<file path="src/rtl/wt_pkg.sv">
package wt_pkg;

   // Mode register layout, MSB first.
   typedef struct packed {
      logic [1:0] spare_hi;
      logic [1:0] tone;
      logic       spare_lo;
      logic       buz_en;
      logic       fast;
      logic       div_en;
   } wt_mode_t;

   localparam int unsigned WT_TONES = 4;
   localparam int unsigned WT_MODE_W = 8;

endpackage

</file>
<file path="src/rtl/wt_mode_reg.sv">
module wt_mode_reg
   import wt_pkg::*;
(
   input  logic                 clk,
   input  logic                 rst_n,
   input  logic                 we,
   input  logic [WT_MODE_W-1:0] wdata,
   output wt_mode_t             mode_q
);

   always_ff @(posedge clk or negedge rst_n) begin
      if (!rst_n)  mode_q <= '0;
      else if (we) mode_q <= wt_mode_t'(wdata);
   end

endmodule

</file>
<file path="src/rtl/wt_divider.sv">
module wt_divider #(
   parameter int unsigned CNT_W  = 21,
   parameter int unsigned FAST_W = 14
) (
   input  logic             clk,
   input  logic             rst_n,
   input  logic             en,
   input  logic             fast,
   output logic [CNT_W-1:0] cnt,
   output logic             tick
);

   always_ff @(posedge clk or negedge rst_n) begin
      if (!rst_n)   cnt <= '0;
      else if (!en) cnt <= '0;
      else          cnt <= cnt + 1'b1;
   end

   // Event on the last count of the selected interval.
   always_comb tick = en & (fast ? (&cnt[FAST_W-1:0]) : (&cnt));

endmodule

</file>
<file path="src/rtl/wt_req_flag.sv">
module wt_req_flag (
   input  logic clk,
   input  logic rst_n,
   input  logic tick,
   input  logic clr_we,
   input  logic clr_data,
   output logic req
);

   always_ff @(posedge clk or negedge rst_n) begin
      if (!rst_n)                    req <= 1'b0;
      else if (tick)                 req <= 1'b1;
      else if (clr_we && !clr_data)  req <= 1'b0;
   end

endmodule

</file>
<file path="src/rtl/wt_tone_sel.sv">
module wt_tone_sel
   import wt_pkg::*;
#(
   parameter int unsigned CNT_W    = 21,
   parameter int unsigned BUZ_LOG2 = 11,
   parameter bit          REG_OUT  = 1'b0
) (
   input  logic             clk,
   input  logic             rst_n,
   input  logic [CNT_W-1:0] cnt,
   input  logic [1:0]       tone,
   input  logic             en,
   output logic             buz
);

   localparam int unsigned TOP_TAP = BUZ_LOG2 - 1;

   logic [WT_TONES-1:0] taps;
   logic                raw;

   for (genvar i = 0; i < WT_TONES; i++) begin : g_tap
      assign taps[i] = cnt[TOP_TAP - i];
   end

   assign raw = en & taps[tone];

   if (REG_OUT) begin : g_reg
      always_ff @(posedge clk or negedge rst_n) begin
         if (!rst_n) buz <= 1'b0;
         else        buz <= raw;
      end
   end else begin : g_comb
      assign buz = raw;
   end

endmodule

</file>
<file path="src/rtl/watch_buzz_timer.sv">
module watch_buzz_timer
   import wt_pkg::*;
#(
   parameter int unsigned NORM_LOG2 = 21,
   parameter int unsigned FAST_LOG2 = 14,
   parameter int unsigned BUZ_LOG2  = 11,
   parameter bit          BUZ_REG   = 1'b0
) (
   input  logic                 clk,
   input  logic                 rst_n,
   input  logic                 mode_we,
   input  logic [WT_MODE_W-1:0] mode_wdata,
   input  logic                 flag_we,
   input  logic                 flag_wdata,
   output logic                 wt_req,
   output logic                 buz_o
);

   localparam int unsigned CNT_W = NORM_LOG2;

   if (FAST_LOG2 == 0 || FAST_LOG2 >= NORM_LOG2) begin : g_bad_fast
      $error("FAST_LOG2 must lie between 1 and NORM_LOG2-1");
   end
   if (BUZ_LOG2 < WT_TONES || BUZ_LOG2 > NORM_LOG2) begin : g_bad_buz
      $error("BUZ_LOG2 must lie between WT_TONES and NORM_LOG2");
   end

   wt_mode_t         mode_q;
   logic             div_en;
   logic             buz_en;
   logic [CNT_W-1:0] cnt;
   logic             tick;

   assign div_en = mode_q.div_en;
   assign buz_en = mode_q.buz_en;

   wt_mode_reg u_mode (
      .clk    (clk),
      .rst_n  (rst_n),
      .we     (mode_we),
      .wdata  (mode_wdata),
      .mode_q (mode_q)
   );

   wt_divider #(.CNT_W(CNT_W), .FAST_W(FAST_LOG2)) u_div (
      .clk   (clk),
      .rst_n (rst_n),
      .en    (div_en),
      .fast  (mode_q.fast),
      .cnt   (cnt),
      .tick  (tick)
   );

   wt_req_flag u_flag (
      .clk      (clk),
      .rst_n    (rst_n),
      .tick     (tick),
      .clr_we   (flag_we),
      .clr_data (flag_wdata),
      .req      (wt_req)
   );

   wt_tone_sel #(.CNT_W(CNT_W), .BUZ_LOG2(BUZ_LOG2), .REG_OUT(BUZ_REG)) u_tone (
      .clk   (clk),
      .rst_n (rst_n),
      .cnt   (cnt),
      .tone  (mode_q.tone),
      .en    (buz_en),
      .buz   (buz_o)
   );

endmodule

</file>
<file path="config.mk">
export PLATFORM = sky130hd
export DESIGN_NAME = watch_buzz_timer
export DESIGN_NICKNAME = d
export VERILOG_FILES = /design/src/rtl/wt_pkg.sv /design/src/rtl/wt_mode_reg.sv /design/src/rtl/wt_divider.sv /design/src/rtl/wt_req_flag.sv /design/src/rtl/wt_tone_sel.sv /design/src/rtl/watch_buzz_timer.sv
export SDC_FILE = /design/constraint.sdc
export NUM_CORES = 1
export LEC_CHECK = 0
export BUFFER_PORTS_ARGS = -buffer_cell sky130_fd_sc_hd__buf_4
export CAP_MARGIN = 25
export CORE_MARGIN = 1.5
export CORE_UTILIZATION = 40
export DETAILED_ROUTE_END_ITERATION = 10
export PLACE_DENSITY_LB_ADDON = 0.3
export SYNTH_ARGS = -nofsm -noshare
export SYNTH_HDL_FRONTEND = slang
export SYNTH_SLANG_ARGS = --single-unit
</file>
<file path="constraint.sdc">
create_clock -name clk -period 2.25 [get_ports clk]
set_clock_uncertainty 0.2 [all_clocks]
set_input_delay 0.45 -clock clk [delete_from_list [all_inputs] [get_ports clk]]
set_output_delay 0.45 -clock clk [all_outputs]
set_load 0.05 [all_outputs]
</file>
==> reports/summary.md <==
The flow ran to the end, and the final reports show no timing, DRC or antenna violations. The overall routing resource usage was 14.7%; the final setup violation count was 0. After detailed routing, the average wire length per cell comes to 12.8 um. For the remaining antenna violation count, the log shows 0. The first-pass GRT wire length is 4000 um, and the post-layout instance area is 1520 um2. Summing all placed instances gives a cell area of 1440 um2.

Among all stages on the critical path, the largest delay is contributed by mux4_2. The filler cell count in the final layout was 308; the sequential standard cell area was 676 um2. From synthesis to final layout, the design area changed by 18.0%.

For the number of primary I/O pins, the log shows 15. The vertical die dimension is 59.8 um. For this configuration, the core starts out at a cell density of 42.3%. Endpoint class of the critical path: an output port.

The detailed router placed 984 vias in this run. The netlist area before placement was 1290 um2; the number of buffers between clock root and the deepest sink was 2. The cell leakage power came out at 0.652 nW.

The portion of the clock cycle consumed by the worst path in the final layout is 96.7%. For the final number of hold-violating endpoints, the log shows 0. The floorplan die area came out at 3570 um2.

Across the run, the number of max-cap violations was 0. Measured against its own limit, the worst slew margin works out to 67.2%. The initial antenna violation count came out at 0.

The tools report the warning count from the yosys run as 0. TritonCTS built the clock tree. The critical path in this run is classified as flop to output port. The number of H-tree levels is 1, and the number of pins with negative max-slew slack in the final report is 0. At the end of routability-driven placement, the weighted congestion stood at 0.755.

Summed over all nets, the switching power comes to 180 uW. The worst setup path is launched from a flop. For this run, the slowest stage of the critical path takes 0.45 ns. The floorplan step set the die width to 59.8 um. Of the total power, combinational logic draws 7.8%. Maximum net fanout on the critical path: 4. The tools report the placement-stage worst setup slack as 0.138 ns. The most instantiated library cell after synthesis was dfrtp_1. The via count of the first global-routing pass is 944.

Based on the critical path, the design can be clocked at up to 459 MHz. The areal power density over the cells is 511 nW/um2. The wire length reported by the detailed router came out at 2430 um.

The final layout contains 160 nets. After legalization and detailed placement, the total HPWL measured 1750 um. The total DRC errors in the routed layout was 0. The min-delay analysis places its worst path in the category input port to flop.

For the pin with the worst max-slew slack, the measured transition is 0.487 ns. At the later pin of the worst-skew pair, clock insertion delay measures 0.32 ns. The run gives 0.0732 ns as the worst setup slack after layout. For the number of instances in the synthesized netlist, the log shows 123. In this run, synthesis produced a sequential element count of 27. The internal power of the cells totals 598 uW. The worst path arrival time was 1.53 ns; the switching portion of total power was 23.2%.

The clock net in this run drives a total of 27 sinks. The initial DRC count came out at 37. Setup repair after global routing left no endpoint under its margin. The region available for standard cell placement spans 3050 um2. For the clock network power share, the log shows 26.3%.

Global routing finished with a remaining overflow of 0. Summing the sequential cell areas from Yosys gives 52.4% of the chip area. Registers are responsible for 65.9% of the overall power. Sorting the synthesized cells by area gives the leading types as dfrtp_1 52%, xnor2_1 4.8%, nor2_1 4.7%, xor2_1 4.1%, mux2_2 3.5%. Before antenna repair, the detailed router went through 4 iterations. Yosys mapped a number of flops with a built-in enable equal to 0. Counting every net in the synthesized netlist gives 137.

The critical path goes through mux4_2, and2_1, buf_6. Clock tree synthesis selected as its root buffer the cell clkbuf_4. For this run, the share of the core covered by cells in the final layout is 49.9%.

Summed over its instances, the top area cell type makes up 52.4% of the synthesized netlist area. The smallest clock period supported by the final layout is computed as 2.18 ns. The initialized floorplan defines 20 standard-cell rows.

The ratio of cells with drive above 1 in the final layout works out to 20.0%. Input and output buffers added on the ports amount to 11. The pin count of the biggest net entering global routing is 28, and the TritonCTS buffer count is 3. STA puts the critical path data required time at 1.60 ns.

Clock-pin slew was measured on the worst setup and hold paths at 0.13 ns. The fraction of synthesis flops using an asynchronous set or reset pin is 100%. The per-instance average area after synthesis works out to 10.5 um2. Most instantiated flip-flop cell in the synthesis netlist: dfrtp_1. The ratio of routed vias to standard cells came out at 5.21.

Counting distinct cell types in the post-synthesis netlist gives 28. The run gives 594 um2 as the footprint of the multi-input gates. The commonest cells after synthesis are 27 x dfrtp_1, 16 x nor2_1, 10 x nand2_1, 8 x nand3_1, 7 x xnor2_1.

The antenna diode count was 0. The leading area contributor after synthesis is dfrtp_1. For the final routed database, the setup TNS stands at 0 ns.

IR analysis of the VDD net gives a maximum drop of 0.415 mV.
-- flip-flops by register name, indices dropped and copies added (netlist names) --
| name | count |
|---|---|
| u_div.cnt | 21 |
| u_flag.req | 1 |
| u_mode.mode_q | 5 |
-- power by group through the flow --
stage	clock network (mW)	logic [mW]	registers, mW
2_1_floorplan	0	0.0284	0.518
3_3_place_gp	0	0.0553	0.522
3_5_place_dp	0	0.0575	0.523
4_1_cts	0.214	0.0589	0.514
5_1_grt	0.225	0.0681	0.515
6_report	0.204	0.0607	0.513
-- through the flow --
stage	std cells	total power, mW	hold WS, ns
detailed placement	178	0.580	0.183
floorplan	123	0.547	-0.0456
global route	189	0.808	0.129
CTS	185	0.786	0.117
finish	189	0.778	0.120
global placement	178	0.578	0.178
-- final cells by class --
type	count	share of cell area, %
Inverter	2	0.493
Sequential cell	27	44.4
Clock buffer	4	1.73
Multi-Input combinational cell	91	39.0
Timing Repair Buffer	21	10.8
Tap cell	44	3.62
-- worst paths after layout --
| path | slack (ns) | cells past startpoint | from | endpoint |
|---|---|---|---|---|
| min reg2reg | 0.28 | 1 | u_div.cnt[0]$_DFF_PN0_ | u_div.cnt[0]$_DFF_PN0_ |
| min | 0.12 | 3 | mode_wdata[0] | u_mode.mode_q[0]$_DFFE_PN0P_ |
| max | 0.07 | 3 | u_div.cnt[8]$_DFF_PN0_ | buz_o |
| min in group asynchronous | 0.36 | 2 | rst_n | u_div.cnt[16]$_DFF_PN0_ |
| max reg2reg | 0.15 | 5 | u_div.cnt[1]$_DFF_PN0_ | u_div.cnt[20]$_DFF_PN0_ |
| max in group asynchronous | 1.24 | 2 | rst_n | u_div.cnt[13]$_DFF_PN0_ |
-- critical path, delay by kind of cell, from the launching register on --
family	cells	cell delay, ns
buffers and inverters	1	0.15
DFF	1	0.44
muxes	1	0.45
and+or+nand+nor	1	0.17
-- kinds of logic after synthesis --
logic type | Yosys count | share of synthesized area [%]
and+or+nand+nor | 59 | 24.0
DFF | 27 | 52.4
xor gates and xnor gates | 13 | 8.83
AOI/OAI and AO/OA | 10 | 4.75
muxes | 8 | 7.57
buffers and inverters | 5 | 1.55
adders and majority gates | 1 | 0.970
-- routing by layer --
layer / GRT usage (%) / share of wire [%]
met1: 17.7 / 45
met5: 0 / 0
met4: 2.54 / 0
met3: 4.76 / 3.1
met2: 25.8 / 52
-- cells in the final DEF (no fill, tap or decap), drive strengths merged --
| cell type | Yosys | final |
|---|---|---|
| and2 | 2 | 2 |
| mux4 | 1 | 1 |
| nor2 | 16 | 16 |
| nor4b | 1 | 1 |
| nand4 | 7 | 7 |
| ha | 1 | 1 |
| dfrtp | 27 | 27 |
| xnor2 | 7 | 7 |
| or4 | 3 | 3 |
| nor4 | 4 | 4 |
| mux2 | 4 | 4 |
| dlygate4sd3 | 0 | 1 |
| nand3 | 8 | 8 |
| o21ai | 2 | 2 |
| xor2 | 6 | 6 |
| clkinv | 1 | 1 |
| clkbuf | 2 | 4 |
| or3 | 1 | 1 |
| inv | 1 | 1 |
| a21oi | 3 | 3 |
| nor3 | 2 | 2 |
| mux2i | 3 | 3 |
| o31ai | 4 | 4 |
| buf | 1 | 20 |
| a31oi | 1 | 1 |
| nand2b | 3 | 3 |
| nand2 | 10 | 10 |
| and4 | 2 | 2 |
-- repair_timing --
item / 4_1_cts / 5_1_grt
gates resized for setup: 0 / 1
setup buffers: 2 / 4
hold buffers: 1 / 0
endpoints found under the setup margin: 1 / 2
hold endpoints to repair: 27 / 0
gates cloned: 0 / 0
No activity file was read; power rests on OpenSTA's default activity.
